File: config.mk
export PLATFORM = sky130hd
export DESIGN_NAME = hbus_host_if
export DESIGN_NICKNAME = d
export VERILOG_FILES = /design/src/rtl/hbus_pkg.sv /design/src/rtl/hbus_strobe_sync.sv /design/src/rtl/hbus_chan_regs.sv /design/src/rtl/hbus_host_if.sv
export SDC_FILE = /design/constraint.sdc
export NUM_CORES = 1
export LEC_CHECK = 0
export CAP_MARGIN = 20
export CELL_PAD_IN_SITES_DETAIL_PLACEMENT = 1
export CELL_PAD_IN_SITES_GLOBAL_PLACEMENT = 1
export CORE_MARGIN = 1.5
export CORE_UTILIZATION = 45
export DETAILED_ROUTE_END_ITERATION = 10
export GPL_TIMING_DRIVEN = 0
export PLACE_DENSITY = 0.79
export SLEW_MARGIN = 30
export SYNTH_ARGS = -nofsm -noshare
export SYNTH_HDL_FRONTEND = slang
export SYNTH_SLANG_ARGS = --single-unit
File: constraint.sdc
create_clock -name clk -period 2.9 [get_ports clk]
set_input_delay 0.725 -clock clk [delete_from_list [all_inputs] [get_ports clk]]
set_output_delay 0.725 -clock clk [all_outputs]
set_load 0.02 [all_outputs]
File: src/rtl/hbus_pkg.sv
package hbus_pkg;
  localparam int ADDR_W    = 13;
  localparam int DATA_W    = 8;
  localparam int NCH       = 4;
  localparam int OFS_W     = 8;
  localparam int CH_W      = $clog2(NCH);
  localparam int NREG      = 4;
  localparam int NSRC      = 8;
  localparam int BCAST_BIT = 2;
  localparam logic [OFS_W-1:0] OFS_STAT = 8'hF0;
  localparam logic [OFS_W-1:0] OFS_MASK = 8'hF1;

  function automatic logic in_chan_region(logic [ADDR_W-1:0] a);
    return a[ADDR_W-1];
  endfunction

  function automatic logic [CH_W-1:0] chan_of(logic [ADDR_W-1:0] a);
    return a[OFS_W +: CH_W];
  endfunction

  function automatic logic [OFS_W-1:0] ofs_of(logic [ADDR_W-1:0] a);
    return a[OFS_W-1:0];
  endfunction

  function automatic logic is_global_ctrl(logic [ADDR_W-1:0] a);
    return a == '0;
  endfunction

  // Channels touched by a write: none outside the channel region, all four
  // when broadcasting, otherwise the one picked by the channel field.
  function automatic logic [NCH-1:0] chan_sel(logic [ADDR_W-1:0] a, logic bcast);
    logic [NCH-1:0] one;
    one = 1;
    if (!in_chan_region(a)) return '0;
    if (bcast) return '1;
    return one << chan_of(a);
  endfunction
endpackage

File: src/rtl/hbus_strobe_sync.sv
module hbus_strobe_sync #(
  parameter int SYNC_STAGES = 2
) (
  input  logic clk,
  input  logic rst_n,
  input  logic bus_mode,
  input  logic cs_n,
  input  logic strb_a,
  input  logic strb_b_n,
  output logic rd_active,
  output logic wr_commit
);
  logic [SYNC_STAGES-1:0] cs_sr, a_sr, b_sr;
  logic cs_s, a_s, b_s;
  logic cs_q, a_q, b_q;
  logic b_rise;

  always_ff @(posedge clk or negedge rst_n) begin
    if (!rst_n) begin
      cs_sr <= '1;
      a_sr  <= '1;
      b_sr  <= '1;
      cs_q  <= 1'b1;
      a_q   <= 1'b1;
      b_q   <= 1'b1;
    end else begin
      cs_sr <= {cs_sr[SYNC_STAGES-2:0], cs_n};
      a_sr  <= {a_sr[SYNC_STAGES-2:0], strb_a};
      b_sr  <= {b_sr[SYNC_STAGES-2:0], strb_b_n};
      cs_q  <= cs_s;
      a_q   <= a_s;
      b_q   <= b_s;
    end
  end

  assign cs_s   = cs_sr[SYNC_STAGES-1];
  assign a_s    = a_sr[SYNC_STAGES-1];
  assign b_s    = b_sr[SYNC_STAGES-1];
  assign b_rise = b_s && !b_q;

  always_comb begin
    if (!bus_mode) begin
      rd_active = !cs_s && !a_s;
      wr_commit = b_rise && !cs_q;
    end else begin
      rd_active = !cs_s && !b_s && a_s;
      wr_commit = b_rise && !cs_q && !a_q;
    end
  end

  // one commit per strobe release
  assert_commit_single_R4: assert property (@(posedge clk) disable iff (!rst_n)
    wr_commit |=> !wr_commit);
endmodule

File: src/rtl/hbus_chan_regs.sv
module hbus_chan_regs
  import hbus_pkg::*;
#(
  parameter int N_REG = NREG,
  parameter int N_SRC = NSRC
) (
  input  logic              clk,
  input  logic              rst_n,
  input  logic              we,
  input  logic [OFS_W-1:0]  ofs,
  input  logic [DATA_W-1:0] wdata,
  input  logic [N_SRC-1:0]  evt,
  output logic [DATA_W-1:0] rdata,
  output logic              irq
);
  localparam int IDX_W = $clog2(N_REG);

  logic [DATA_W-1:0] regs [N_REG];
  logic [N_SRC-1:0]  stat, mask;
  logic              w1c, mask_we;
  logic [N_SRC-1:0]  clr_bits;

  assign w1c      = we && (ofs == OFS_STAT);
  assign mask_we  = we && (ofs == OFS_MASK);
  assign clr_bits = w1c ? wdata[N_SRC-1:0] : '0;

  generate
    for (genvar r = 0; r < N_REG; r++) begin : g_reg
      always_ff @(posedge clk or negedge rst_n) begin
        if (!rst_n) regs[r] <= '0;
        else if (we && (ofs == OFS_W'(r))) regs[r] <= wdata;
      end
    end
  endgenerate

  always_ff @(posedge clk or negedge rst_n) begin
    if (!rst_n) begin
      stat <= '0;
      mask <= '0;
    end else begin
      stat <= (stat & ~clr_bits) | evt;
      if (mask_we) mask <= wdata[N_SRC-1:0];
    end
  end

  always_comb begin
    rdata = '0;
    if (ofs < OFS_W'(N_REG))   rdata = regs[ofs[IDX_W-1:0]];
    else if (ofs == OFS_STAT)  rdata = DATA_W'(stat);
    else if (ofs == OFS_MASK)  rdata = DATA_W'(mask);
  end

  assign irq = |(stat & mask);

  // pending bits survive any cycle without a clearing write
  assert_sticky_R10: assert property (@(posedge clk) disable iff (!rst_n)
    !w1c |=> ((stat & $past(stat)) == $past(stat)));
  // an event always lands in status
  assert_evt_sets_R10: assert property (@(posedge clk) disable iff (!rst_n)
    (|evt) |=> ((stat & $past(evt)) == $past(evt)));
endmodule

File: src/rtl/hbus_host_if.sv
module hbus_host_if
  import hbus_pkg::*;
(
  input  logic                   clk,
  input  logic                   rst_n,
  input  logic                   bus_mode,
  input  logic                   cs_n,
  input  logic                   strb_a,
  input  logic                   strb_b_n,
  input  logic [ADDR_W-1:0]      addr,
  input  logic [DATA_W-1:0]      host_din,
  output logic [DATA_W-1:0]      host_dout,
  output logic                   host_doe,
  input  logic [NCH*NSRC-1:0]    irq_evt,
  output logic                   irq_pull
);
  logic              rd_active, wr_commit;
  logic [DATA_W-1:0] gctrl;
  logic              bcast_en, glob_we;
  logic [NCH-1:0]    chan_we, irq_ch;
  logic [DATA_W-1:0] rdata_ch [NCH];
  logic [DATA_W-1:0] rmux;

  hbus_strobe_sync #(.SYNC_STAGES(2)) u_sync (
    .clk(clk), .rst_n(rst_n), .bus_mode(bus_mode), .cs_n(cs_n),
    .strb_a(strb_a), .strb_b_n(strb_b_n),
    .rd_active(rd_active), .wr_commit(wr_commit)
  );

  assign bcast_en = gctrl[BCAST_BIT];
  assign glob_we  = wr_commit && is_global_ctrl(addr);
  assign chan_we  = wr_commit ? chan_sel(addr, bcast_en) : '0;

  always_ff @(posedge clk or negedge rst_n) begin
    if (!rst_n) gctrl <= '0;
    else if (glob_we) gctrl <= host_din;
  end

  generate
    for (genvar c = 0; c < NCH; c++) begin : g_ch
      hbus_chan_regs #(.N_REG(NREG), .N_SRC(NSRC)) u_ch (
        .clk(clk), .rst_n(rst_n), .we(chan_we[c]), .ofs(ofs_of(addr)),
        .wdata(host_din), .evt(irq_evt[c*NSRC +: NSRC]),
        .rdata(rdata_ch[c]), .irq(irq_ch[c])
      );
    end
  endgenerate

  always_comb begin
    if (in_chan_region(addr))      rmux = rdata_ch[chan_of(addr)];
    else if (is_global_ctrl(addr)) rmux = gctrl;
    else                           rmux = '0;
  end

  assign host_doe  = rd_active;
  assign host_dout = rd_active ? rmux : '0;
  assign irq_pull  = |irq_ch;

  // output enable only follows a synchronised, asserted select
  assert_doe_needs_cs_R9: assert property (@(posedge clk) disable iff (!rst_n)
    host_doe |-> !$past(cs_n, 2));
  // without broadcast at most one channel is written
  assert_single_chan_R8: assert property (@(posedge clk) disable iff (!rst_n)
    (wr_commit && !bcast_en) |-> $onehot0(chan_we));
  // broadcast write reaches every channel
  assert_bcast_all_R6: assert property (@(posedge clk) disable iff (!rst_n)
    (wr_commit && bcast_en && addr[ADDR_W-1]) |-> ($countones(chan_we) == NCH));
  // no write strobe commit without a select seen beforehand
  assert_no_commit_idle_R3: assert property (@(posedge clk) disable iff (!rst_n)
    wr_commit |-> !$past(cs_n, 3));
endmodule

---- Word level (Yosys, flattened, before mapping) ----
Cells that the tools add are included.
operators by class
  magnitude comparators ................... 3
  mux-type cells .......................... 43
  reductions and logical operators ........ 40
  equal/unequal tests ..................... 5
  bitwise gates (word level) .............. 18
  shift-type cells ........................ 1
operator list
  kind                                                 number
  2-to-1 mux 8 bit                                     29
  binary-select mux 8 bit (select 2 bit)               5
  AND 8 bit                                            8
  inverter 8 bit                                       4
  bitwise OR 8 bit                                     4
  OR reduction 32 bit                                  1
  logical AND 1 bit                                    31
  2-to-1 mux 4 bit                                     5
  equality test 8 x 2 -> 1 bit, second input constant  2
  equality test 8 bit, second input constant           2
  zero test 13 bit                                     1
  equality test 8 x 1 -> 1 bit, second input constant  1
  zero test 8 bit                                      1
  < comparator 8 x 3 -> 1 bit, second input constant   1
  >= comparator 3 bit, second input constant           2
  zero test 1 bit                                      6
  inverter 2 -> 3 bit                                  2
  2-to-1 mux 1 bit                                     4
  left shift 1 x 2 -> 4 bit, first input constant      1
word-level totals
  bits of input ports ..................... 59
  logic and storage cells ................. 141
  bits in registers ....................... 209

---- Logic depth before layout (Yosys ltp) ----
  depth in word-level cells ............... 11
  mapped depth ............................ 8
  mapped depth without buffers ............ 5

---- Modules after synthesis ----
From an unflattened synthesis, not the netlist that was laid out.
second synthesis, totals
  cells, all modules ...................... 732
  area, all modules ....................... 10,467.5 µm²
modules (own cells, without submodules)
  module            seq. area each (µm²)  times used  area an instance (µm²)  cells an instance
  hbus_chan_regs    1,201.2               4           2,353.5                 162
  hbus_host_if      200.2                 1           780.7                   70
  hbus_strobe_sync  236.5                 1           272.8                   14

---- Worst setup path after synthesis ----
No wires, ideal clock.
  kind .................................... input to output
  start ................................... in addr[0]
  end ..................................... out host_dout[5]
  arrival ................................. 2.631 ns
  setup slack ............................. -0.456 ns
  path buffers ............................ 3
  stages .................................. 8
  cell sequence ........................... buf_4 > nor2_1 > and3b_1 > buf_2 > buf_2 > a221o_1 > a41oi_1 > o41ai_1
on the way
  longest elaborated chain between the ends .. 10
  elaborated cells between the ends (all ways) .. 35
  those cells by class .................... 1 x order compare; 2 x eq/ne; 30 x mux; 1 x bitwise; 1 x reduce/logical
RTL lines
  item                                                                 line                source
  from (decl)                                                          hbus_host_if.sv:10  input logic [ADDR_W-1:0] addr,
  branches (longest 8 deep; another with < comparator 8 x 3 -> 1 bit)  -
  2-to-1 mux 8 bit *                                                   hbus_host_if.sv:50  if (in_chan_region(addr)) rmux = rdata_ch[chan_of(addr)];
  2-to-1 mux 8 bit *                                                   hbus_host_if.sv:56  assign host_dout = rd_active ? rmux : '0;
  to (decl)                                                            hbus_host_if.sv:12  output logic [DATA_W-1:0] host_dout,
Mark *: on every way between the ends. The select of a mux whose other input is x is not followed.

---- Worst setup path after layout ----
  start ................................... in addr[7]
  end ..................................... out host_dout[6]
on the way
  longest elaborated chain between the ends .. 9
  elaborated cells between the ends (all ways) .. 22
  those cells by class .................... 1 x order compare; 2 x eq/ne; 18 x mux; 1 x reduce/logical
RTL lines
  item                                                                 line
  branches (longest 7 deep; another with < comparator 8 x 3 -> 1 bit)  -
  2-to-1 mux 8 bit *                                                   hbus_host_if.sv:50
  2-to-1 mux 8 bit *                                                   hbus_host_if.sv:56
Marked as above.

==> flow_metrics.env <==
export IMPL_die_width_um=150
export IMPL_pin_count=69
export IMPL_crit_chain="buf_8 -> nor4_4 -> and2_4 -> buf_12 -> buf_8 -> a221o_1 -> a41oi_2 -> o41ai_4 -> buf_4"
export IMPL_synthArstFlopShare_pct=100
export IMPL_synth_fp_nets=734
export IMPL_clock_sinks=209
export IMPL_path_max_fanout=7
export IMPL_hold_viol_final=0
export IMPL_yosysTopAreaCell="dfrtp_1"
export IMPL_finalClockSkew_ns=0.0195
export IMPL_avgViaCountPerCell=6.34
export IMPL_io_buffers=65
export IMPL_setup_viol=9
export IMPL_crit_type="primary input to primary output"
export IMPL_cpPeakStageDelay_ns=0.42
export IMPL_grt_max_degree=85
export IMPL_cts_buffers=24
export IMPL_relSlewSlack_pct=25.7
export IMPL_gp_congestion=0.903
export IMPL_antenna_cells=0
export IMPL_core_um2=21100
export IMPL_drv_cap=0
export IMPL_area_growth_syn_to_layout_pct=28.1
export IMPL_synth_flop_cell="dfrtp_1"
export IMPL_cts_tree="built"
export IMPL_violations="setup timing"
export IMPL_clockRootBuffer="clkbuf_16"
export IMPL_fmaxAchievable_ghz=0.292
export IMPL_drive_gt1_share_pct=47.2
export IMPL_drt_first_pass_iters=5
export IMPL_synth_top_area_share_pct=51.7
export IMPL_worstPathRequired_ns=2.17
export IMPL_period_share_pct=118
export IMPL_finalNetCount=869
export IMPL_drt_drc_violations_left=0
export IMPL_grt_ovfl_total=0
export IMPL_tightest_slew_ns=1.11
export IMPL_hold_slack_ns=0.100
export IMPL_powerDensity_nw_per_um2=510
export IMPL_post_route_min_period_ns=3.42
export IMPL_postSynthAreaPerCell_um2=14.3
export IMPL_dp_final_hpwl_um=21900
export IMPL_synth_seq_cells=209
export IMPL_synth_most_common_cell="dfrtp_1"
export IMPL_dieArea_um2=22400
export IMPL_ys_types=46
export IMPL_first_global_vias=7553
export IMPL_start_util_pct=45.9
export IMPL_cts_clk_slew_worst_paths_ns=0.06
export IMPL_h_tree_depth=1
export IMPL_syn_inst=675
export IMPL_grt_util_all_layers_pct=29.4
export IMPL_yosys_top_cells_count="dfrtp_1, mux2_2, nand2_1"
export IMPL_fin_ws_ns=-0.520
export IMPL_pre_cts_ws_ns=-1.65
export IMPL_antenna_found_initial=0
export IMPL_ys_warnings_count=0
export IMPL_die_h_um=150
export IMPL_ant_nets=0
export IMPL_grt_first_pass_wirelength_um=47600
export IMPL_yosysSeqAreaShare_pct=54.1
export IMPL_rsz0062_at_grt="true"
export IMPL_synth_edf_count=0
export IMPL_routedWlPerCell_um=30.1
export IMPL_peakVddDrop_uv=431
export IMPL_status="finished, violations left"
export IMPL_cpMostUsedCell="buf_8"
export IMPL_power_leakage_nw=5.54
export IMPL_vias=6982
export IMPL_end_kind="primary output"
export IMPL_crit_arrival_ns=2.70
export IMPL_fillers=1989
export IMPL_clk_path_buf_depth=3
export IMPL_slowest_stage="o41ai_4"
export IMPL_rows=53
export IMPL_holdCritPathClass="primary input to async pin"
export IMPL_slew_viol_final=0
export IMPL_drt_iter0_drc=525
export IMPL_synth_area_top_cells="dfrtp_1, mux2_2, mux4_2, a221o_1, a21o_1"
export IMPL_synth_area_um2=9690
export IMPL_worstSkewPairLatency_ns=0.53
export IMPL_wirelength_um=33100
export IMPL_critPathLaunchType="primary input"
[worst max-delay path: cells and delay by family]
| kind | cells | cell delay, ns |
|---|---|---|
| simple gates | 2 | 0.66 |
| buf+inv | 4 | 0.55 |
| compound gates | 3 | 0.75 |
[where the power goes]
group / total, W / internal, W / leakage, nW / switching (W)
Combinational: 0.000473 / 0.000200 / 2.44 / 0.000273
Clock: 0.00291 / 0.00170 / 0.372 / 0.00122
Sequential: 0.00294 / 0.00293 / 2.72 / 0.00000879
Total: 0.00633 / 0.00483 / 5.54 / 0.00150
[through the flow]
| step | power (W) | setup TNS, ns | cell area (um2) | std cells | utilization, % |
|---|---|---|---|---|---|
| after floorplan | 0.00317 | 0 | 10000 | 675 | - |
| after global placement | 0.00339 | -1530.83 | 11000 | 1015 | 52.2 |
| after detailed placement | 0.00341 | -61.56 | 11100 | 1017 | 52.5 |
| after CTS | 0.00632 | -3.16 | 12100 | 1075 | 57.4 |
| after global routing | 0.00651 | -4.29 | 12400 | 1101 | 58.8 |
| final | 0.00633 | -3.80 | 12400 | 1101 | 58.8 |
[state kept, by name (all words and copies together), names as in the netlist]
| signal | count |
|---|---|
| u_sync.cs_q | 1 |
| gctrl | 8 |
| g_ch.u_ch.mask | 32 |
| g_ch.u_ch.regs | 128 |
| u_sync.b_q | 1 |
| u_sync.a_sr | 2 |
| u_sync.a_q | 1 |
| g_ch.u_ch.stat | 32 |
| u_sync.b_sr | 2 |
| u_sync.cs_sr | 2 |
[cell families after synthesis]
kind of cell	Yosys count	share of synthesized area (%)
AO/OA/AOI/OAI	118	10.2
buffers and inverters	41	2.34
flip-flops	209	54.1
multiplexers	200	27.0
AND/OR/NAND/NOR	107	6.34
[metal layers]
layer / part of all wire, % / GRT usage, % / vias to the layer above / wire [um]
li1: - / - / 2845 / -
met5: 0 / 0 / - / 0
met4: 4.2 / 12.9 / 0 / 1410
met3: 6.4 / 5.27 / 88 / 2120
met2: 50 / 49.1 / 312 / 16600
met1: 39 / 37.5 / 3737 / 13000
[worst paths after layout]
check / slack [ns] / end / depth (start not counted) / start
hold / removal: 0.10 / g_ch[3].u_ch.mask[0] / 1 / rst_n
min in group clk: 0.36 / u_sync.a_sr[1] / 0 / u_sync.a_sr[0]
setup reg to reg: 0.23 / g_ch[2].u_ch.stat[3] / 5 / u_sync.a_q
max in group asynchronous: 2.08 / g_ch[2].u_ch.regs[5] / 2 / rst_n
setup / recovery: -0.52 / host_dout[6] / 9 / addr[7]
hold reg to reg: 0.36 / u_sync.a_sr[1] / 0 / u_sync.a_sr[0]
[cell usage in the layout, fill, tap and decap left out, types with 4 or more instances in the layout]
| master | n |
|---|---|
| nor2_4 | 10 |
| mux2_1 | 9 |
| nand2_1 | 43 |
| mux2_2 | 159 |
| o22ai_2 | 8 |
| clkbuf_16 | 25 |
| o21ai_1 | 6 |
| clkbuf_8 | 5 |
| nor2_1 | 12 |
| o41ai_4 | 8 |
| clkbuf_1 | 25 |
| a41oi_2 | 8 |
| buf_6 | 10 |
| dfstp_2 | 9 |
| buf_12 | 12 |
| buf_4 | 47 |
| buf_8 | 5 |
| nor2_2 | 14 |
| a21o_1 | 32 |
| a221o_1 | 32 |
| clkinv_2 | 5 |
| mux4_2 | 32 |
| clkdlybuf4s50_1 | 46 |
| buf_16 | 4 |
| dfrtp_1 | 200 |
| a22oi_1 | 12 |
[layout make-up]
| type | count | area [um2] | area share [%] |
|---|---|---|---|
| flip-flops and latches | 209 | 5240 | 42.2 |
| repair buffers | 114 | 1110 | 8.99 |
| multi-input cells | 425 | 4600 | 37.1 |
| well taps | 275 | 344 | 2.77 |
| clock buffers | 37 | 721 | 5.81 |
| plain buffers | 36 | 355 | 2.86 |
| clock inverters | 5 | 25.0 | 0.202 |
[repair_timing]
item | in CTS | in global routing
gates cloned | 1 | 0
setup buffers | 18 | 29
pin swaps | 26 | 32
hold buffers | 0 | 0
gates resized for setup | 109 | 28
hold endpoints to repair | 0 | 0
endpoints found under the setup margin | 11 | 9
Power figures use the tool's default switching activity.
